### config.mk
export PLATFORM = sky130hd
export DESIGN_NAME = msg_irq_bank
export DESIGN_NICKNAME = d
export VERILOG_FILES = /design/src/rtl/msg_irq_pkg.sv /design/src/rtl/msg_index_decode.sv /design/src/rtl/msg_status_word.sv /design/src/rtl/msg_read_port.sv /design/src/rtl/msg_irq_bank.sv
export SDC_FILE = /design/constraint.sdc
export NUM_CORES = 1
export LEC_CHECK = 0
export BUFFER_PORTS_ARGS = -buffer_cell sky130_fd_sc_hd__clkbuf_2
export CORE_MARGIN = 2
export CORE_UTILIZATION = 24
export CTS_BUF_LIST = sky130_fd_sc_hd__clkbuf_8
export DETAILED_ROUTE_END_ITERATION = 16
export PLACE_DENSITY = 0.43
export REMOVE_ABC_BUFFERS = 1
export SYNTH_ARGS = -nofsm -noshare
export SYNTH_HDL_FRONTEND = slang
export SYNTH_SLANG_ARGS = --single-unit
### constraint.sdc
create_clock -name clk -period 2.4 [get_ports clk]
set_input_delay 0.12 -clock clk [delete_from_list [all_inputs] [get_ports clk]]
set_output_delay 0.12 -clock clk [all_outputs]
set_load 0.1 [all_outputs]
### src/rtl/msg_irq_pkg.sv
// Package: shared offsets and field geometry for the message interrupt bank.
// Assumes byte offsets fit in the address width chosen by the top module.
package msg_irq_pkg;
    localparam int OFF_INDEX    = 'h140;  // index (set) register
    localparam int OFF_SUMMARY  = 'h120;  // non-zero summary register
    localparam int STRIDE_SHIFT = 4;      // status registers every 0x10 bytes
endpackage

### src/rtl/msg_index_decode.sv
// Module: msg_index_decode
// Turns an index-register write into a one-hot set mask across all status
// registers. The register number sits in the top bits of the write word and
// the bit number directly below it. Assumes NUM_BANKS and DATA_W are powers of two.
module msg_index_decode #(
    parameter int NUM_BANKS = 8,
    parameter int DATA_W    = 32,
    parameter int ADDR_W    = 12
) (
    input  logic                                 wr_en,
    input  logic [ADDR_W-1:0]                    wr_addr,
    input  logic [DATA_W-1:0]                    wr_data,
    output logic [NUM_BANKS-1:0][DATA_W-1:0]     set_mask
);
    import msg_irq_pkg::*;

    localparam int BANK_SEL_W = $clog2(NUM_BANKS);
    localparam int BIT_SEL_W  = $clog2(DATA_W);
    localparam int BANK_LSB   = DATA_W - BANK_SEL_W;
    localparam int BIT_LSB    = BANK_LSB - BIT_SEL_W;

    logic                  hit;
    logic [BANK_SEL_W-1:0] bank_sel;
    logic [BIT_SEL_W-1:0]  bit_sel;
    logic                  unused_low;

    assign hit        = wr_en && (wr_addr == ADDR_W'(OFF_INDEX));
    assign bank_sel   = wr_data[BANK_LSB +: BANK_SEL_W];
    assign bit_sel    = wr_data[BIT_LSB +: BIT_SEL_W];
    assign unused_low = ^wr_data[BIT_LSB-1:0];

    // One set mask per status register; only the selected one can be non-zero.
    for (genvar b = 0; b < NUM_BANKS; b++) begin : g_mask
        always_comb begin
            set_mask[b] = '0;
            if (hit && (bank_sel == BANK_SEL_W'(b)))
                set_mask[b][bit_sel] = 1'b1;
        end
    end
endmodule

### src/rtl/msg_status_word.sv
// Module: msg_status_word
// One sticky status register. Set bits OR in; a clear request empties the
// register, and a set arriving in the same cycle survives the clear.
module msg_status_word #(
    parameter int DATA_W = 32
) (
    input  logic              clk,
    input  logic              rst_n,
    input  logic              clr,
    input  logic [DATA_W-1:0] set_bits,
    output logic [DATA_W-1:0] value
);
    // Hold, clear and merge new bits, with new bits taking precedence over the clear.
    always_ff @(posedge clk) begin
        if (!rst_n)
            value <= '0;
        else
            value <= (clr ? '0 : value) | set_bits;
    end
endmodule

### src/rtl/msg_read_port.sv
// Module: msg_read_port
// Decodes read offsets: returns a status register (and requests its clear),
// the summary word, or zero for unmapped offsets. Purely combinational.
module msg_read_port #(
    parameter int NUM_BANKS = 8,
    parameter int DATA_W    = 32,
    parameter int ADDR_W    = 12
) (
    input  logic                             rd_en,
    input  logic [ADDR_W-1:0]                rd_addr,
    input  logic [NUM_BANKS-1:0][DATA_W-1:0] status,
    input  logic [NUM_BANKS-1:0]             nonzero,
    output logic [NUM_BANKS-1:0]             clr,
    output logic [DATA_W-1:0]                rd_value
);
    import msg_irq_pkg::*;

    localparam int BANK_SEL_W = $clog2(NUM_BANKS);
    localparam int STAT_SPAN  = NUM_BANKS << STRIDE_SHIFT;

    logic                  is_status;
    logic                  is_summary;
    logic [BANK_SEL_W-1:0] idx;

    assign is_status  = (rd_addr[STRIDE_SHIFT-1:0] == '0) &&
                        (int'(rd_addr) < STAT_SPAN);
    assign is_summary = (rd_addr == ADDR_W'(OFF_SUMMARY));
    assign idx        = rd_addr[STRIDE_SHIFT +: BANK_SEL_W];

    // Per-register clear strobes for a read of that status offset.
    for (genvar b = 0; b < NUM_BANKS; b++) begin : g_clr
        assign clr[b] = rd_en && is_status && (idx == BANK_SEL_W'(b));
    end

    // Read data selection; unmapped offsets give zero.
    always_comb begin
        rd_value = '0;
        if (is_status)
            rd_value = status[idx];
        else if (is_summary)
            rd_value = DATA_W'(nonzero);
    end
endmodule

### src/rtl/msg_irq_bank.sv
// Module: msg_irq_bank (top)
// Message interrupt status bank: index writes set sticky bits, clearing
// reads drain them, a summary word flags non-empty registers, and irq is
// the OR of all bits. Assumes DATA_W >= NUM_BANKS and ADDR_W >= 9.
module msg_irq_bank #(
    parameter int NUM_BANKS = 8,
    parameter int DATA_W    = 32,
    parameter int ADDR_W    = 12
) (
    input  logic              clk,
    input  logic              rst_n,
    input  logic              wr_en,
    input  logic [ADDR_W-1:0] wr_addr,
    input  logic [DATA_W-1:0] wr_data,
    input  logic              rd_en,
    input  logic [ADDR_W-1:0] rd_addr,
    output logic [DATA_W-1:0] rd_data,
    output logic              irq
);
    logic [NUM_BANKS-1:0][DATA_W-1:0] set_mask;
    logic [NUM_BANKS-1:0][DATA_W-1:0] status;
    logic [NUM_BANKS-1:0]             nonzero;
    logic [NUM_BANKS-1:0]             clr;
    logic [DATA_W-1:0]                rd_value;

    msg_index_decode #(
        .NUM_BANKS(NUM_BANKS), .DATA_W(DATA_W), .ADDR_W(ADDR_W)
    ) u_decode (
        .wr_en   (wr_en),
        .wr_addr (wr_addr),
        .wr_data (wr_data),
        .set_mask(set_mask)
    );

    for (genvar b = 0; b < NUM_BANKS; b++) begin : g_bank
        msg_status_word #(.DATA_W(DATA_W)) u_word (
            .clk     (clk),
            .rst_n   (rst_n),
            .clr     (clr[b]),
            .set_bits(set_mask[b]),
            .value   (status[b])
        );
        assign nonzero[b] = |status[b];
    end

    msg_read_port #(
        .NUM_BANKS(NUM_BANKS), .DATA_W(DATA_W), .ADDR_W(ADDR_W)
    ) u_read (
        .rd_en   (rd_en),
        .rd_addr (rd_addr),
        .status  (status),
        .nonzero (nonzero),
        .clr     (clr),
        .rd_value(rd_value)
    );

    // Capture read data on a read strobe; hold it otherwise.
    always_ff @(posedge clk) begin
        if (!rst_n)
            rd_data <= '0;
        else if (rd_en)
            rd_data <= rd_value;
    end

    assign irq = |nonzero;
endmodule

==> flow_summary.json <==
{
  "grt_use_total": 0.1527,
  "routedWlPerCell_um": 22.66,
  "clockBufferDepth": 3,
  "antenna_found_initial": 0,
  "leakage_nw": 5.325,
  "rows": 82,
  "start_util": 0.2417,
  "numCtsBuffers": 51,
  "die_h_um": 227.9,
  "slew_violations": 0,
  "cts-root-buf": "clkbuf_8",
  "path_cells": "nor4_2 -> nand4_1 -> nor4_2 -> nand4_1 -> buf_4 -> buf_12",
  "hold_class": "primary input to flip-flop",
  "grt_pass1_wl_mm": 60.91,
  "cp-startpoint": "g_bank[2].u_word.value[14]",
  "p_per_area_mw_per_mm2": 667.1,
  "fmaxAchievable_ghz": 0.3829,
  "drive_gt1_frac": 0.2893,
  "cap_violations": 0,
  "cts_tree": "done",
  "synth_area_mm2": 0.01203,
  "clkSlewWorstSetupHoldPaths_ps": 60,
  "grt_overflow_total": 0,
  "core_area_mm2": 0.04976,
  "drtAntennaViolNets": 0,
  "nets": 1144,
  "min_from": "rst_n",
  "critical_path_class": "flip-flop to output pin",
  "hold_depth": 3,
  "hold_path_end": "rd_data[7]",
  "crit_buf_inv": 2,
  "syn_inst": 990,
  "ios": 93,
  "status": "finished, violations left",
  "numClockSinks": 288,
  "routabilityCongestion": 0.8039,
  "fillers": 5125,
  "r2r-start": "g_bank[2].u_word.value[14]",
  "crit_family": "simple AND/OR/NAND/NOR gates",
  "synth_top_area_cell": "dfxtp_1",
  "yosysSeqAreaShare": 0.4794,
  "finClkSkew_ps": 21.43,
  "worstMarginPinSlew_ps": 1190,
  "postSynth.asyncResetShare": 0,
  "finalSetupViolCount": 1,
  "drt_pass1_iterations": 5,
  "hpwl_mm": 27.62,
  "critPathSlowestCell": "nor4_2",
  "fin_crit_ps": 2612,
  "setup_ws_ps": -211.6,
  "dieArea_mm2": 0.05192,
  "pre_cts_ws_ps": 137.7,
  "routed_wirelength_mm": 40.47,
  "drt_iter0_markers": 542,
  "ctsHtreeMaxLevel": 2,
  "rr_worst_depth": 6,
  "crit_required_ps": 2280,
  "synth_edf_count": 0,
  "port_buffers": 68,
  "worstPathMaxFanout": 3,
  "ys_ff_latch": 288,
  "maxSlewHeadroom": 0.2064,
  "cp-end-kind": "output pin",
  "synthDistinctLibCells": 34,
  "die_x_um": 227.9,
  "start_kind": "flip-flop",
  "reg2reg_to": "rd_data[2]",
  "rsz0062_at_grt": "yes",
  "violations": "negative setup slack",
  "ys_warn_count": 0,
  "critPathArrivalTime_ps": 2490,
  "fin_crit_sh": 1.088,
  "yosysTopAreaCellShare": 0.4794,
  "drc_errors": 0,
  "via_count": 9221,
  "grt_max_degree": 46,
  "hold_viol": 0,
  "synth_flop_cell": "dfxtp_1",
  "r2r_setup_slack_ps": 630,
  "syn_area_per_cell_um2": 12.15,
  "viasPerCell": 5.163,
  "ir_worst_vdd_v": 0.0003231,
  "slowest_delay_ps": 380,
  "clk_latency_ps": 590,
  "yosys-top-cells-area": "dfxtp_1 (48%), a22o_1 (19%), mux4_2 (12%), buf_6 (4.3%), nor4_1 (3.6%)",
  "grt_pass1_vias": 9520,
  "power_mw": 9.547,
  "syn2layout_area_growth_pct": 18.99
}
layout make-up:
cell class / instances / area, um2 / share of cell area
multi-input cells: 613 / 5884 / 0.4112
flip-flops and latches: 288 / 5773 / 0.4034
repair buffers: 126 / 845.8 / 0.05911
well taps: 672 / 840.8 / 0.05876
clock buffers: 61 / 839.6 / 0.05867
clock inverters: 21 / 108.9 / 0.007607
inverters: 4 / 15.01 / 0.001049
diodes: 1 / 2.502 / 0.0001749
metal layers:
metal	track usage	routed length (um)	vias to the layer above
met5	0	0	-
met1	0.1955	18040	4710
met3	0.02688	1707	74
met2	0.2579	19620	226
met4	0.05494	1097	0
li1	-	-	4211
worst max-delay path by stage:
stage | end | depth (start not counted)
6_report | irq | 6
5_1_grt | irq | 7
4_1_cts | irq | 7
3_5_place_dp | irq | 6
3_3_place_gp | irq | 6
2_1_floorplan | g_bank[3].u_word.value[0] | 4
timing repair:
action / in CTS / in global routing
resized for setup: 34 / 16
setup buffers: 3 / 2
pin swaps: 10 / 7
hold buffers: 0 / 0
gates cloned: 0 / 0
setup endpoints to repair: 1 / 1
Yosys cell counts, types with 4 or more instances:
| library cell | count |
|---|---|
| a22o_1 | 256 |
| o211ai_1 | 16 |
| dfxtp_1 | 288 |
| inv_2 | 4 |
| nand4_1 | 17 |
| buf_2 | 15 |
| mux4_2 | 64 |
| buf_6 | 46 |
| a31oi_4 | 6 |
| nor2_1 | 36 |
| buf_1 | 8 |
| a31oi_1 | 24 |
| mux2i_1 | 8 |
| nor3_4 | 8 |
| nor4_1 | 70 |
| nand2_1 | 34 |
| nand3b_1 | 5 |
| clkbuf_1 | 15 |
| nand3_1 | 50 |
layout by cell type (no fill, tap or decap), types with 2 or more instances in the layout:
| master | count |
|---|---|
| a22o_1 | 256 |
| a31oi_1 | 24 |
| a31oi_4 | 6 |
| buf_12 | 5 |
| buf_4 | 56 |
| clkbuf_2 | 65 |
| clkbuf_8 | 61 |
| clkinv_2 | 3 |
| dfxtp_1 | 282 |
| dfxtp_2 | 6 |
| inv_1 | 17 |
| inv_2 | 4 |
| mux2i_1 | 8 |
| mux4_2 | 64 |
| nand2_1 | 34 |
| nand2b_1 | 2 |
| nand3_1 | 50 |
| nand3b_1 | 5 |
| nand4_1 | 17 |
| nor2_1 | 36 |
| nor2b_1 | 2 |
| nor3_4 | 8 |
| nor4_1 | 35 |
| nor4_2 | 26 |
| nor4_4 | 10 |
| o211ai_1 | 16 |
| or3_1 | 2 |
| or3b_2 | 2 |
through the flow:
| stage | setup TNS [ps] | cells | util | hold slack [ps] | cell area [um2] |
|---|---|---|---|---|---|
| 6_report | -211.6 | 1786 | 0.2876 | 82.80 | 14310 |
| 5_1_grt | -287.2 | 1785 | 0.2875 | 101.1 | 14310 |
| 4_1_cts | -220.5 | 1783 | 0.2853 | 44.44 | 14190 |
| 3_5_place_dp | 0 | 1698 | 0.2616 | 467.3 | 13020 |
| 3_3_place_gp | 0 | 1698 | 0.2616 | 460.0 | 13020 |
| 2_1_floorplan | -147410 | 905 | - | 290.7 | 11340 |
state kept, by name, indices dropped and copies added, names as in the netlist:
name,cells
rd_data,32
g_bank.u_word.value,256
power by group:
group | leakage [nW] | total, mW | internal, mW | switching (mW)
clock network | 0.555 | 4.36 | 2.37 | 1.99
registers | 2.32 | 4.78 | 4.78 | 0.00000497
logic | 2.45 | 0.404 | 0.106 | 0.297
total | 5.32 | 9.55 | 7.26 | 2.29
worst reg2reg max path, stage by stage (launching register included):
cell and delay (ps):
dfxtp_1 350, nor4_2 380, nand4_1 300, buf_4 230, buf_4 120, o211ai_1 170, o211ai_1 100
cell families after synthesis:
kind of cell | count (synthesis) | share of synthesized area
multiplexers | 72 | 0.1265
AO/OA/AOI/OAI | 304 | 0.2210
buffers and inverters | 89 | 0.05836
flip-flops | 288 | 0.4794
AND/OR/NAND/NOR | 237 | 0.1148
(Power assumes the default switching activity.)
